--- src/rtl/lvt_timer_pkg.sv ---
// Package: shared types and constants of the local interrupt timer.
package lvt_timer_pkg;

    // Control word, most significant field first (32 bits).
    typedef struct packed {
        logic [13:0] rsv_hi;
        logic        periodic;
        logic        masked;
        logic        level;
        logic        remote_pend;
        logic        polarity;
        logic        busy;
        logic        rsv_11;
        logic [2:0]  mode;
        logic [7:0]  vector;
    } ctl_word_t;

    localparam logic [31:0] CTL_WRITABLE = 32'h0003_F7FF;
    localparam logic [31:0] CTL_RESET    = 32'h0001_0000;

    typedef enum logic [1:0] {
        A_CTL  = 2'd0,
        A_INIT = 2'd1,
        A_CUR  = 2'd2,
        A_NONE = 2'd3
    } reg_addr_e;

endpackage

--- src/rtl/lvt_ctl_reg.sv ---
// Module: lvt_ctl_reg
// Holds the packed control word. Reserved bits are forced to zero on
// write, so they always read as zero. Assumes one write strobe per cycle.
module lvt_ctl_reg
    import lvt_timer_pkg::*;
(
    input  logic        clk,
    input  logic        rst_n,
    input  logic        we,
    input  logic [31:0] wdata,
    output ctl_word_t   ctl
);
    // Store the writable bits of the control word.
    always_ff @(posedge clk) begin
        if (!rst_n)
            ctl <= ctl_word_t'(CTL_RESET);
        else if (we)
            ctl <= ctl_word_t'(wdata & CTL_WRITABLE);
    end
endmodule

--- src/rtl/lvt_prescaler.sv ---
// Module: lvt_prescaler
// Produces a one-cycle tick every PRESCALE clocks. A restart realigns the
// phase so that the first tick after it comes PRESCALE-1 cycles later.
// Assumes PRESCALE >= 1; with 1 the tick is always high.
module lvt_prescaler #(
    parameter int PRESCALE = 4
) (
    input  logic clk,
    input  logic rst_n,
    input  logic restart,
    output logic tick
);
    localparam int CW = (PRESCALE > 1) ? $clog2(PRESCALE) : 1;
    localparam logic [CW-1:0] LAST = CW'(PRESCALE - 1);

    logic [CW-1:0] phase;

    assign tick = (phase == LAST);

    // Advance the phase counter, wrapping at LAST, and clear it on restart.
    always_ff @(posedge clk) begin
        if (!rst_n || restart)
            phase <= '0;
        else if (tick)
            phase <= '0;
        else
            phase <= phase + CW'(1);
    end
endmodule

--- src/rtl/lvt_countdown.sv ---
// Module: lvt_countdown
// Keeps the initial and current counts. A load sets both. On a tick, a
// nonzero count decrements. The step from 1 to 0 is an expiry, after which
// a periodic timer reloads the initial count. A load has priority over the
// count update, but expire_o still reports an expiry on the same edge.
module lvt_countdown #(
    parameter int CNT_W = 32
) (
    input  logic             clk,
    input  logic             rst_n,
    input  logic             load,
    input  logic [CNT_W-1:0] load_val,
    input  logic             tick,
    input  logic             periodic,
    output logic [CNT_W-1:0] cur_o,
    output logic [CNT_W-1:0] init_o,
    output logic             expire_o
);
    assign expire_o = tick && (cur_o == CNT_W'(1));

    // Hold the initial count, which only a load changes.
    always_ff @(posedge clk) begin
        if (!rst_n)
            init_o <= '0;
        else if (load)
            init_o <= load_val;
    end

    // Update the current count: load, reload or stop at expiry, or decrement.
    always_ff @(posedge clk) begin
        if (!rst_n)
            cur_o <= '0;
        else if (load)
            cur_o <= load_val;
        else if (expire_o)
            cur_o <= periodic ? init_o : '0;
        else if (tick && cur_o != '0)
            cur_o <= cur_o - CNT_W'(1);
    end
endmodule

--- src/rtl/lvt_timer.sv ---
// Module: lvt_timer (top)
// Countdown timer with a packed control word that gates and formats the
// interrupt request raised at expiry. Register reads are combinational.
// Assumes CNT_W <= 32.
module lvt_timer
    import lvt_timer_pkg::*;
#(
    parameter int PRESCALE = 4,
    parameter int CNT_W    = 32
) (
    input  logic        clk,
    input  logic        rst_n,
    input  logic        reg_we,
    input  logic [1:0]  reg_addr,
    input  logic [31:0] reg_wdata,
    output logic [31:0] reg_rdata,
    output logic        irq_valid,
    output logic [7:0]  irq_vector,
    output logic [2:0]  irq_mode,
    output logic        irq_level
);
    ctl_word_t        ctl_q;
    logic             ctl_wr;
    logic             init_wr;
    logic             tick;
    logic             expire;
    logic [CNT_W-1:0] cur_cnt;
    logic [CNT_W-1:0] init_cnt;

    assign ctl_wr  = reg_we && (reg_addr == A_CTL);
    assign init_wr = reg_we && (reg_addr == A_INIT);

    lvt_ctl_reg u_ctl (
        .clk   (clk),
        .rst_n (rst_n),
        .we    (ctl_wr),
        .wdata (reg_wdata),
        .ctl   (ctl_q)
    );

    lvt_prescaler #(.PRESCALE(PRESCALE)) u_pre (
        .clk     (clk),
        .rst_n   (rst_n),
        .restart (init_wr),
        .tick    (tick)
    );

    lvt_countdown #(.CNT_W(CNT_W)) u_cnt (
        .clk      (clk),
        .rst_n    (rst_n),
        .load     (init_wr),
        .load_val (reg_wdata[CNT_W-1:0]),
        .tick     (tick),
        .periodic (ctl_q.periodic),
        .cur_o    (cur_cnt),
        .init_o   (init_cnt),
        .expire_o (expire)
    );

    // Raise the request strobe for one cycle per unmasked expiry.
    always_ff @(posedge clk) begin
        if (!rst_n)
            irq_valid <= 1'b0;
        else
            irq_valid <= expire && !ctl_q.masked;
    end

    // Capture the request payload from the control word at expiry.
    always_ff @(posedge clk) begin
        if (!rst_n) begin
            irq_vector <= '0;
            irq_mode   <= '0;
            irq_level  <= 1'b0;
        end else if (expire) begin
            irq_vector <= ctl_q.vector;
            irq_mode   <= ctl_q.mode;
            irq_level  <= ctl_q.level;
        end
    end

    // Select the register addressed on the read port.
    always_comb begin
        case (reg_addr)
            A_CTL:   reg_rdata = 32'(ctl_q);
            A_INIT:  reg_rdata = 32'(init_cnt);
            A_CUR:   reg_rdata = 32'(cur_cnt);
            default: reg_rdata = '0;
        endcase
    end
endmodule

--- config.mk ---
export PLATFORM = sky130hd
export DESIGN_NAME = lvt_timer
export DESIGN_NICKNAME = d
export VERILOG_FILES = /design/src/rtl/lvt_timer_pkg.sv /design/src/rtl/lvt_ctl_reg.sv /design/src/rtl/lvt_prescaler.sv /design/src/rtl/lvt_countdown.sv /design/src/rtl/lvt_timer.sv
export SDC_FILE = /design/constraint.sdc
export NUM_CORES = 1
export LEC_CHECK = 0
export ABC_CLOCK_PERIOD_IN_PS = 3500
export CAP_MARGIN = 20
export CORE_MARGIN = 2
export CORE_UTILIZATION = 50
export DETAILED_ROUTE_END_ITERATION = 10
export GPL_ROUTABILITY_DRIVEN = 0
export PLACE_DENSITY = 0.75
export SYNTH_ARGS = -nofsm -noshare
export SYNTH_HDL_FRONTEND = slang
export SYNTH_SLANG_ARGS = --single-unit
--- constraint.sdc ---
create_clock -name clk -period 3.5 [get_ports clk]
set_input_delay 0.7 -clock clk [delete_from_list [all_inputs] [get_ports clk]]
set_output_delay 0.7 -clock clk [all_outputs]
set_load 0.01 [all_outputs]
Yosys cells after proc, flatten, opt, wreduce, memory -nomap -nowiden
Cells that the tools add are included.

operators by class
  add/subtract/negate cells = 2
  equality and inequality tests = 4
  muxes and demuxes = 5
  reductions and logical operators = 12

operators with widths
  cell                     number
  $mux W32                 4
  $pmux W32 S3             1
  $eq A32 B1 Y1 const B    1
  $reduce_bool A32 Y1      1
  $sub A32 B1 Y32 const B  1
  $logic_and A1 B1 Y1      5
  $eq A2 B2 Y1 const B     2
  $reduce_bool A3 Y1       1
  $add A2 B1 Y2 const B    1
  $eq A2 B1 Y1 const B     1
  $logic_not A1 Y1         2
  $logic_not A2 Y1         1
  $reduce_or A2 Y1         1
  $logic_or A1 B1 Y1       1

storage, ports and cells
  bits in registers = 96
  input bits = 37
  output and inout bits = 45
  word-level logic and storage cells = 38

Logic depth before layout (Yosys ltp)
Gate-level depths: netlist (run 1).

  word-level depth = 5
  mapped depth = 10
  mapped depth without buffers = 8

Modules after synthesis
From an unflattened synthesis (run 1), not the netlist that was laid out.

second synthesis, totals
  cells, all modules = 594
  area, all modules = 5606.6 µm²

modules (own cells, without submodules)
  module         instances  cells each  area an instance (µm²)  sequential area each (µm²)
  lvt_countdown  1          399         3405.8                  1281.2
  lvt_timer      1          120         1355.0                  260.2
  lvt_ctl_reg    1          70          765.7                   340.3
  lvt_prescaler  1          5           80.1                    40.0

Least setup slack after synthesis (run 1)
No wires, ideal clock.

  path kind = reg-to-reg
  start = register u_cnt.cur_o[16]
  end = register u_cnt.cur_o[11]
  library setup time = 0.126 ns
  arrival = 2.584 ns
  data required time = 3.374 ns
  path slack = 0.790 ns
  stages on the path, launching flop included = 11
  path buffers = 5
  cells stage by stage = dfxtp_1 -> buf_6 -> or4_4 -> or3_1 -> clkbuf_1 -> or4_4 -> buf_6 -> nand3_4 -> buf_4 -> buf_2 -> o22ai_1

between the ends
  cells in the longest elaborated chain, start to end = 4
  elaborated cells on any way between the ends = 7

RTL lines
  element                 line                 text
  start, declared         lvt_countdown.sv:15  output logic [CNT_W-1:0] cur_o,
  start signal, assigned  lvt_countdown.sv:34  cur_o <= load_val;
  start signal, assigned  lvt_countdown.sv:36  cur_o <= periodic ? init_o : '0;
  start signal, assigned  lvt_countdown.sv:38  cur_o <= cur_o - CNT_W'(1);
  $eq A32 B1 Y1           lvt_countdown.sv:19  assign expire_o = tick && (cur_o == CNT_W'(1));
  $logic_and A1 B1 Y1     lvt_countdown.sv:19
  $mux W32                lvt_countdown.sv:35  else if (expire_o)
  $mux W32                lvt_countdown.sv:33  else if (load)

Several ways; a longest one is shown, not always the timed one.
A chain may end at the register's enable or synchronous reset.

Worst setup path in the final report (run 1)
  start = input reg_addr[1]
  end = output reg_rdata[11]

between the ends
  cells in the longest elaborated chain, start to end = 2
  elaborated cells on any way between the ends = 4

RTL lines
  element                               line             text
  start, declared                       lvt_timer.sv:14  input logic [1:0] reg_addr,
  $eq A2 B2 Y1 (tied with other cells)  lvt_timer.sv:83  case (reg_addr)
  $pmux W32 S3 (*)                      lvt_timer.sv:83
  end, declared                         lvt_timer.sv:16  output logic [31:0] reg_rdata,

Mark *: on every way between the ends. The rest lies on a longest branch, timed or not.

==> results of run 1 <==
## Yosys cell counts, types with 2 or more instances
library cell / n / area, um^2
a211o_1: 2 / 17.5
a211oi_2: 2 / 25.0
a21boi_0: 61 / 458
a21oi_1: 16 / 80.1
a22o_1: 14 / 123
a311oi_1: 13 / 114
a31oi_1: 13 / 81.3
and3_1: 4 / 25.0
buf_1: 7 / 26.3
buf_2: 10 / 50.1
buf_4: 6 / 45.0
buf_6: 3 / 33.8
clkbuf_1: 38 / 143
dfxtp_1: 96 / 1920
ha_1: 3 / 37.5
inv_1: 2 / 7.51
mux2i_1: 17 / 170
nand2_1: 169 / 634
nand3_1: 5 / 25.0
nand3b_1: 2 / 15.0
nand4_1: 8 / 50.1
nand4b_1: 2 / 17.5
nor2_1: 21 / 78.8
nor2b_1: 2 / 12.5
nor3_1: 13 / 65.1
nor3b_1: 3 / 22.5
nor4_1: 11 / 68.8
o211ai_1: 15 / 113
o21ai_0: 35 / 175
o21ai_1: 9 / 45.0
o22ai_1: 12 / 75.1
o31ai_1: 2 / 15.0
or3_1: 3 / 18.8
or4_1: 5 / 37.5
or4_2: 2 / 17.5
or4_4: 3 / 33.8
or4b_2: 2 / 20.0
xnor2_1: 6 / 52.6
xor2_1: 19 / 166
## layout make-up
cell class / count / share of cell area, %
Clock buffer: 11 / 2.22
Timing Repair Buffer: 106 / 16.0
Sequential cell: 96 / 30.1
Tap cell: 136 / 2.67
Multi-Input combinational cell: 511 / 48.2
Clock inverter: 4 / 0.706
Inverter: 2 / 0.118
## critical path: stages
cell             delay [ns]
clkdlybuf4s50_1        0.61
nor2b_1                0.23
buf_4                  0.24
a22o_1                 0.17
clkdlybuf4s50_1        0.55
## layer usage
layer / part of all wire [%] / global-route usage, % / vias to the layer above
li1: - / - / 2512
met1: 44 / 34.4 / 2461
met2: 47 / 43.0 / 220
met3: 7.2 / 4.92 / 24
met4: 1.7 / 8.35 / 0
met5: 0 / 0 / -
## power groups by stage
stage	sequential [W]	clock (W)	combinational (W)
final	0.00123	0.000727	0.000810
after global routing	0.00124	0.000788	0.000885
after CTS	0.00123	0.000734	0.000802
after detailed placement	0.00126	0	0.000797
after global placement	0.00125	0	0.000781
after floorplan	0.00122	0	0.000587
## flip-flops by register name, indices dropped and copies added (netlist names)
name,flops
irq_vector,8
u_pre.phase,2
u_cnt.cur_o,32
u_cnt.init_o,32
irq_mode,3
irq_level,1
u_ctl.ctl,17
irq_valid,1
## worst max-delay path by stage
stage               startpoint               to  slack, ns  cells past startpoint
6_report           reg_addr[1]    reg_rdata[11]       0.29                      5
4_1_cts            reg_addr[1]    reg_rdata[16]       0.30                      5
3_3_place_gp       reg_addr[1]    reg_rdata[16]       0.31                      5
5_1_grt            reg_addr[1]     reg_rdata[8]       0.21                      5
2_1_floorplan  u_cnt.cur_o[16]  u_cnt.cur_o[11]       0.79                     10
3_5_place_dp       reg_addr[1]    reg_rdata[16]       0.31                      5
## through the flow
step	utilization, %	power (W)
finish	62.1	0.00277
global route	62.1	0.00291
CTS	62.1	0.00277
detailed placement	60.2	0.00205
global placement	60.2	0.00203
floorplan	-	0.00181
## cells by family (layout without fill, tap and decap cells)
kind of cell    Yosys count  after routing  synth area share [%]
simple gates            262            262                  23.1
compound gates          204            204                  26.8
flops                    96             96                  36.3
buf+inv                  66            123                  5.77
xor+xnor                 25             25                  4.14
mux                      17             17                  3.22
fa+ha+maj                 3              3                 0.709
==> metrics.md, run 1 <==
| Metric | Value |
|---|---|
| Status | `complete, no violations` |
| Routed Antenna Nets | `0` |
| Hold Path End | `u_pre.phase[0]` |
| Final std cells w/o fill | `roughly 870` |
| Antenna violations before repair | `0` |
| Worst reg2reg path startpoint | `u_cnt.cur_o[25]` |
| CTS Root Cell | `clkbuf_8` |
| Seq/Total Area, Yosys | `between 30% and 40%` |
| WP data required | `2.80 ns` |
| Area after DPL | `~0.0062 mm^2` |
| Hold Vio Cnt, Final | `0` |
| CP max FO | `15` |
| Critical Path AT | `between 2 and 3 ns` |
| Synthesis-to-finish area growth | `20.5%` |
| Multi-input logic area | `~0.0031 mm^2` |
| Worst Setup End Kind | `output port` |
| Max frequency | `between 300 and 400 MHz` |
| Vias in the first global route | `4874` |
| FF+latch area | `0.00192 mm^2` |
| Reg clk slew, reported paths | `about 0.080 ns` |
| Leak | `2.27 nW` |
| Worst vdd ir | `approximately 250 uV` |
| Avg Synthesized Cell Area | `between 7 and 8 um^2` |
| Hold depth | `1` |
| Input/output buffers | `81` |
| Fin Hold WS | `0.430 ns` |
| Most frequent cells in the layout | `nand2_1, dfxtp_1, clkdlybuf4s50_1` |
| Post-CTS setup buffers | `0` |
| CTS H-Tree Depth | `3` |
| Wire per inst | `between 15 and 20 um` |
| Die area | `between 0.01 and 0.015 mm^2` |
| Slew Viols, Final | `0` |
| Syn_nets | `713` |
| Final instance area | `between 0.006 and 0.007 mm^2` |
| Cell area power density | `approximately 430 mW/mm^2` |
| GR Util All Layers | `26.0%` |
| Number of DRC markers in iteration 0 | `between 300 and 400` |
| Most common cell after layout, fill and taps aside | `nand2_1` |
| Sum Neg Setup Slack | `0 ns` |
| Hold_buf cts | `0` |
| N_diodes | `0` |
| Longest Clk Path Bufs | `2` |
| Width of the chip | `between 100 and 150 um` |
| Yosys reg bits | `96` |
| Synth warnings | `0` |
| Initial Util | `about half` |
| Vias post-DR | `approximately 5200` |
| Final period util | `~90%` |
| Largest net degree at the start of global routing | `110` |
| First-pass GRT wire length | `24000 um` |
| Fin nets | `between 700 and 800` |
| HP Start | `u_pre.phase[0]` |
| Post_cts resized | `0` |
| Mapped cell area | `around 0.0053 mm^2` |
| DIE HEIGHT | `107 um` |
| Power share of the clock group | `between 20% and 30%` |
| Layout cells sized above 1 | `roughly 8.1%` |
| 1st-pass router iterations | `5` |
| Setup violations, final | `0` |
| P_sw | `approximately 0.0009 W` |
| Setup ws final | `~0.29 ns` |
| Power share of the sequential group | `around 45%` |
| RSZ-0062 raised after global routing | `false` |
| Comb pwr share | `29.2%` |
| Worst-Skew Late Latency | `roughly 0.37 ns` |
| Clock skew | `approximately 0.0072 ns` |
| R2R depth | `7` |
| Max-Cap Viols | `0` |
| DRC | `0` |
| DRT Wirelength | `around 15000 um` |
| Dpl ws | `between 0.3 and 0.4 ns` |
| Post-synth EDFFs | `0` |
| Reg-to-reg slack, setup | `just under 0.4 ns` |
| Sw Ratio | `roughly a third` |
| Core area | `0.0103 mm^2` |
| Row count | `37` |
| Synth cell types | `56` |
| Internal | `about 0.0019 W` |
| Synth Instances | `a little under 700` |
| Gr ovfl total | `0` |
| Main synth FF type | `dfxtp_1` |
| Vias per cell | `approximately 6` |
| Type of element launching the critical path | `input port` |
| Placed Cells | `between 800 and 900` |
| I/O pin cnt | `just over 80` |
| Critical path type | `input port to output port` |
| Reg-to-reg endpoint | `u_cnt.cur_o[24]` |
| Slew margin rel. | `~60%` |
| Final HPWL DP | `9780 um` |
| Worst-Margin Slew | `0.590 ns` |
| Fill cells | `around 950` |
| Fin crit period | `3.21 ns` |
| CTS tree | `built` |
| Clock Sinks | `96` |
| TritonCTS buffer count | `9` |
| HP Class | `flip-flop to flip-flop` |
| Synth async-reset ratio | `0%` |
(Power assumes the default switching activity.)
==> inputs of run 2 (changes only) <==
Settings changed: ABC_CLOCK_PERIOD_IN_PS 3500 to 3350, CORE_MARGIN 2 to 1.5.
Clock period 3.5 ns to 3.35 ns, I/O delays scaled along.
==> run 2 against run 1 <==
Effect of this change: via count is 0.69% higher; count of clock-buffer cells in the layout is 1 lower; critical path depth rose by 1; total power increased by 5.3%; combinational power rose by 7.4%; cell count increased by 1.0%; utilization grew 0.72 points; global-route usage is 1.3 points higher; sequential power is 5% higher; die area down 1.9%; worst setup slack got worse by 0.043 ns; non-clock buffer count is 8 higher; largest cell class unchanged; highest routed layer unchanged.
==> metrics.md, run 2 (synthesis gave the netlist of run 1 again) <==
| Metric | Value |
|---|---|
| Status | `complete, no violations (unchanged)` |
| Wire per inst | `17.2 um (was 16.9 um)` |
| Final period util | `about 93%` |
| Post-CTS setup buffers | `0 (unchanged)` |
| RSZ-0062 raised after global routing | `false (unchanged)` |
| Vias per cell | `6.00 (was 6.02)` |
| Setup violations, final | `0 (unchanged)` |
| Largest net degree at the start of global routing | `63 (was 110)` |
| Longest Clk Path Bufs | `2 (unchanged)` |
| Layout cells sized above 1 | `9.20% (was 8.08%)` |
| Cell area power density | `452 mW/mm^2 (was 434 mW/mm^2)` |
| Fill cells | `919 (was 948)` |
| Input/output buffers | `81 (unchanged)` |
| Critical path type | `input port to output port (unchanged)` |
| I/O pin cnt | `82 (unchanged)` |
| CTS tree | `built (unchanged)` |
| Most frequent cells in the layout | `nand2_1, dfxtp_1, clkdlybuf4s50_1 (unchanged)` |
| Die area | `0.0112 mm^2 (was 0.0114 mm^2)` |
| Worst-Margin Slew | `0.813 ns (was 0.590 ns)` |
| Final instance area | `0.00645 mm^2 (was 0.00638 mm^2)` |
| DRC | `0 (unchanged)` |
| CP max FO | `9 (was 15)` |
| Worst Setup End Kind | `output port (unchanged)` |
| GR Util All Layers | `27.3% (was 26.0%)` |
| Hold depth | `1 (unchanged)` |
| Most common cell after layout, fill and taps aside | `nand2_1 (unchanged)` |
| Fin crit period | `about 3.1 ns` |
| Worst-Skew Late Latency | `0.37 ns (about the same)` |
| 1st-pass router iterations | `5 (unchanged)` |
| Sum Neg Setup Slack | `0 ns (unchanged)` |
| Synthesis-to-finish area growth | `21.9% (was 20.5%)` |
| Post_cts resized | `0 (unchanged)` |
| N_diodes | `0 (unchanged)` |
| Hold Vio Cnt, Final | `0 (unchanged)` |
| HP Class | `flip-flop to flip-flop (unchanged)` |
| CTS Root Cell | `clkbuf_8 (unchanged)` |
| Leak | `2.31 nW (was 2.27 nW)` |
| CTS H-Tree Depth | `3 (unchanged)` |
| Slew margin rel. | `45.8% (was 60.4%)` |
| Reg clk slew, reported paths | `0.09 ns (was 0.08 ns)` |
| Vias in the first global route | `5045 (was 4874)` |
| Row count | `37 (unchanged)` |
| Max-Cap Viols | `0 (unchanged)` |
| Type of element launching the critical path | `input port (unchanged)` |
| Tot Pwr | `0.00292 W (was 0.00277 W)` |
| Clock skew | `0.0110 ns (was 0.00717 ns)` |
| Final HPWL DP | `10200 um (was 9780 um)` |
| Worst vdd ir | `219 uV (was 252 uV)` |
| Area after DPL | `0.00626 mm^2 (was 0.00619 mm^2)` |
| Critical Path AT | `2.43 ns (was 2.51 ns)` |
| TritonCTS buffer count | `9 (unchanged)` |
| Fin nets | `774 (was 766)` |
| Max frequency | `323 MHz` |
| Final core utilization | `62.8% (was 62.1%)` |
| Regs by FF count | `u_cnt.cur_o: 32 flops, u_cnt.init_o: 32 flops, u_ctl.ctl: 17 flops (unchanged)` |
| Slew Viols, Final | `0 (unchanged)` |
| Vias post-DR | `5253 (was 5217)` |
| DIE HEIGHT | `106 um (was 107 um)` |
| Routed Antenna Nets | `0 (unchanged)` |
| R2R depth | `7 (unchanged)` |
| Antenna violations before repair | `0 (unchanged)` |
| Hold_buf cts | `0 (unchanged)` |
| Initial Util | `51.5% (unchanged)` |
| Core area | `0.0103 mm^2 (unchanged)` |
| WP data required | `2.68 ns (was 2.80 ns)` |
| Clock Sinks | `96 (unchanged)` |
| Width of the chip | `106 um (was 107 um)` |
| First-pass GRT wire length | `24900 um (was 24000 um)` |
| DRT Wirelength | `15000 um (was 14700 um)` |
| Gr ovfl total | `0 (unchanged)` |
| Number of DRC markers in iteration 0 | `367 (was 364)` |
[run 2: layout make-up]
type	count	area (um^2)	area share [%]
inverters	2	7.51	0.116
clock buffers	10	128	1.98
well taps	136	170	2.64
clock inverters	6	60.1	0.931
flip-flops and latches	96	1920	29.8
repair buffers	114	1090	16.9
multi-input cells	511	3070	47.6
[run 2: final timing paths]
path / startpoint / to / slack (ns)
hold / removal: u_pre.phase[0] / u_pre.phase[0] / 0.43
setup reg to reg: u_cnt.cur_o[20] / u_cnt.cur_o[24] / 0.27
hold reg to reg: u_pre.phase[0] / u_pre.phase[0] / 0.43
setup / recovery: reg_addr[0] / reg_rdata[9] / 0.25
[run 2: critical path, cell delays in order]
cell             delay, ns
clkdlybuf4s50_1       0.55
nor2b_2               0.25
buf_4                 0.21
nand2_1               0.07
o21ai_0               0.10
clkdlybuf4s50_1       0.58
[run 2: layer usage]
metal | vias up | wire length, um | global-route usage [%]
li1 | 2531 | - | -
met1 | 2494 | 6670 | 36.3
met2 | 206 | 7120 | 44.2
met3 | 22 | 1000 | 4.08
met4 | 0 | 244 | 11.3
met5 | - | 0 | 0
[run 2: report_power, final]
group | switching (W) | total, W | internal, W
combinational | 0.000464 | 0.000870 | 0.000406
clock | 0.000419 | 0.000761 | 0.000342
sequential | 0.0000848 | 0.00129 | 0.00120
[run 2: metrics by stage]
| step | worst slack, ns | std cells | hold WS, ns |
|---|---|---|---|
| final | 0.251 | 875 | 0.430 |
| after global placement | 0.259 | 859 | 0.412 |
| after detailed placement | 0.251 | 859 | 0.424 |
| after floorplan | 0.640 | 673 | 0.404 |
| after global routing | 0.141 | 875 | 0.465 |
| after CTS | 0.246 | 875 | 0.437 |
==> inputs of run 3 (changes only) <==
Settings changed: CORE_MARGIN 1.5 to 2, PLACE_DENSITY 0.75 to 0.74, RECOVER_POWER from default to 25, SYNTH_HIERARCHICAL from default to 1.
==> run 3 against run 2 <==
Effect of this change: the run now ends with capacitance limit, slew limit left; final area grew 3.6%; critical path depth is the same; flip-flop and latch count is the same; die area grew 7.7%; cell count shrank 7.2%; highest routed layer unchanged.
==> metrics.md, run 3 <==
| Metric | Value |
|---|---|
| Status | `complete, but fails checks (was complete, no violations)` |
| Failing checks | `capacitance limit, slew limit` |
| Max-Cap Viols | `2 (was 0)` |
| Leak | `2.39 nW (was 2.31 nW)` |
| Post-synth top area cell | `dfxtp_1 (unchanged)` |
| Post-synth EDFFs | `0 (unchanged)` |
| Most common cell after layout, fill and taps aside | `dfxtp_1 (was nand2_1)` |
| RSZ-0062 raised after global routing | `false (unchanged)` |
| Width of the chip | `110 um (was 106 um)` |
| Critical Path AT | `3.38 ns (was 2.43 ns)` |
| Largest cells by area after synthesis | `dfxtp_1, mux2i_1, o2bb2ai_2 (was dfxtp_1, nand2_1, a21boi_0)` |
| Gr ovfl total | `0 (unchanged)` |
| Post_cts resized | `0 (unchanged)` |
| Delay of the slowest critical-path stage | `0.66 ns (was 0.58 ns)` |
| Type of element launching the critical path | `flip-flop (was input port)` |
| Fin nets | `707 (was 774)` |
| Worst-Skew Late Latency | `0.38 ns (was 0.37 ns)` |
| Clock Sinks | `96 (unchanged)` |
| Input/output buffers | `81 (unchanged)` |
| N_diodes | `0 (unchanged)` |
| Final HPWL DP | `10300 um (was 10200 um)` |
| Routed Antenna Nets | `0 (unchanged)` |
| Slew Viols, Final | `55 (was 0)` |
| Reg clk slew, reported paths | `0.10 ns (was 0.09 ns)` |
| Longest Clk Path Bufs | `2 (unchanged)` |
| Layout cells sized above 1 | `11.9% (was 9.20%)` |
| Setup violations, final | `0 (unchanged)` |
| Initial Util | `51.5% (about the same)` |
| Final core utilization | `61.4% (was 62.8%)` |
| CP bufs+invs | `0 (was 3)` |
| Synthesis-to-finish area growth | `19.2% (was 21.9%)` |
| GR Util All Layers | `25.7% (was 27.3%)` |
| Avg Synthesized Cell Area | `9.44 um^2 (was 7.86 um^2)` |
| Final instance area | `0.00668 mm^2 (was 0.00645 mm^2)` |
| DIE HEIGHT | `110 um (was 106 um)` |
| Clock skew | `0.00918 ns (was 0.0110 ns)` |
| Commonest cells post-synth | `dfxtp_1, mux2i_1, nor2_1 (was nand2_1, dfxtp_1, a21boi_0)` |
| Vias post-DR | `4872 (was 5253)` |
| Vias per cell | `6.00 (about the same)` |
| Max frequency | `322 MHz (was 323 MHz)` |
| Synth warnings | `6 (was 0)` |
| Synth Instances | `594 (was 673)` |
| First-pass GRT wire length | `24200 um (was 24900 um)` |
| Core area | `0.0109 mm^2 (was 0.0103 mm^2)` |
| Regs by FF count | `u_cnt/cur_o: 32 flops, u_cnt/init_o: 32 flops, u_ctl/ctl: 17 flops (was u_cnt.cur_o: 32 flops, u_cnt.init_o: 32 flops, u_ctl.ctl: 17 flops)` |
| Synth cell types | `67 (was 56)` |
| Worst vdd ir | `356 uV (was 219 uV)` |
| Post-CTS setup buffers | `0 (unchanged)` |
| CP max FO | `8 (was 9)` |
| I/O pin cnt | `82 (unchanged)` |
| Vias in the first global route | `4708 (was 5045)` |
| Area after DPL | `0.00647 mm^2 (was 0.00626 mm^2)` |
| Hold_buf cts | `0 (unchanged)` |
| Worst Setup End Kind | `flip-flop (was output port)` |
| Sum Neg Setup Slack | `0 ns (unchanged)` |
| Cell area power density | `443 mW/mm^2 (was 452 mW/mm^2)` |
| Top-count cell post-synth | `dfxtp_1 (was nand2_1)` |
| CTS tree | `built (unchanged)` |
| Worst-Margin Slew | `2.01 ns (was 0.813 ns)` |
| CTS H-Tree Depth | `3 (unchanged)` |
| TritonCTS buffer count | `9 (unchanged)` |
| Mapped cell area | `0.00561 mm^2 (was 0.00529 mm^2)` |
| Main synth FF type | `dfxtp_1 (unchanged)` |
| Synth async-reset ratio | `0% (unchanged)` |
| Worst path slowest cell | `or4_1 (was clkdlybuf4s50_1)` |
| Number of DRC markers in iteration 0 | `426 (was 367)` |
| CTS Root Cell | `clkbuf_8 (unchanged)` |
| Reg-to-reg slack, setup | `0.24 ns (was 0.27 ns)` |
| Wire per inst | `18.4 um (was 17.2 um)` |
| Slew margin rel. | `-34.2% (was 45.8%)` |
| HP Class | `flip-flop to flip-flop (unchanged)` |
| Yosys reg bits | `96 (unchanged)` |
| WP data required | `3.62 ns (was 2.68 ns)` |
| Most frequent cells in the layout | `dfxtp_1, mux2i_1, clkdlybuf4s50_1 (was nand2_1, dfxtp_1, clkdlybuf4s50_1)` |
| Fill cells | `946 (was 919)` |
| Seq/Total Area, Yosys | `34.3% (was 36.3%)` |
| Critical path type | `flip-flop to flip-flop (was input port to output port)` |
| CP top delay family | `simple AND/OR/NAND/NOR gates (was buffers and inverters)` |
| DRT Wirelength | `15000 um (about the same)` |
| DRC | `0 (unchanged)` |
| Die area | `0.0121 mm^2 (was 0.0112 mm^2)` |
| Critical-path cell list | `or4_1 > or4_4 > o41a_1 > nor2_2 > a31oi_1 > o221a_1 (was clkdlybuf4s50_1 > nor2b_2 > buf_4 > nand2_1 > o21ai_0 > clkdlybuf4s50_1)` |
| Hold Vio Cnt, Final | `0 (unchanged)` |
| Final period util | `92.7% (was 92.5%)` |
| Antenna violations before repair | `0 (unchanged)` |
| Fin crit period | `3.11 ns (was 3.10 ns)` |
| Post-synth top area share | `34.3% (was 36.3%)` |
| Row count | `38 (was 37)` |
| 1st-pass router iterations | `6 (was 5)` |
| Largest net degree at the start of global routing | `65 (was 63)` |
==> run 3: changes by cell type in the layout (fill, tap and decap cells not counted), moves of 25 or more <==
cell,delta
mux2i_1,+69
a21boi_0,-61
o21ai_0,-25
nor2b_1,+28
nor2_1,+25
nand2_1,-133
==> run 3: final cells by class <==
class / instances / area (um^2) / share of cell area [%]
Clock inverter: 4 / 77.6 / 1.16
Tap cell: 140 / 175 / 2.62
Inverter: 11 / 41.3 / 0.618
Multi-Input combinational cell: 440 / 3300 / 49.3
Clock buffer: 12 / 145 / 2.17
Sequential cell: 96 / 1920 / 28.8
Timing Repair Buffer: 109 / 1020 / 15.3
==> run 3: layer usage <==
metal	global-route usage [%]	routed length, um
met1	34.3	6760
met2	40.7	6960
met3	3.44	866
met4	12.7	376
met5	0	0
==> run 3: cells by family (layout without fill, tap and decap cells) <==
family                   Yosys count  in the layout  share of synthesized area [%]
XOR/XNOR                           2              2                          0.312
AO/OA/AOI/OAI                    150            150                           23.3
AND/OR/NAND/NOR                  184            184                           18.0
buffers and inverters             72            136                           8.01
flip-flops                        96             96                           34.3
adder cells (fa/ha/maj)            3              3                          0.670
other                              1             15                         0.0669
multiplexers                      86             86                           15.4
==> run 3: report_power, final <==
part           internal, W  switching, W
logic             0.000351      0.000483
registers          0.00120     0.0000655
clock network     0.000445      0.000420
==> run 3: final timing paths <==
kind / from / to / cells past startpoint
worst max register to register: u_cnt/cur_o[7] / u_cnt/cur_o[24] / 6
worst max-delay path: u_cnt/cur_o[7] / u_cnt/cur_o[24] / 6
worst min register to register: u_pre/phase[0] / u_pre/phase[0] / 1
worst min-delay path: u_pre/phase[0] / u_pre/phase[0] / 1
==> run 3: per-stage QoR <==
step	hold slack (ns)	total power (W)	setup WS [ns]	std cells
floorplan	0.421	0.00186	0.606	608
global placement	0.428	0.00208	0.311	796
detailed placement	0.445	0.00210	0.300	796
CTS	0.460	0.00296	0.253	812
global route	0.500	0.00309	0.0949	812
finish	0.457	0.00296	0.244	812
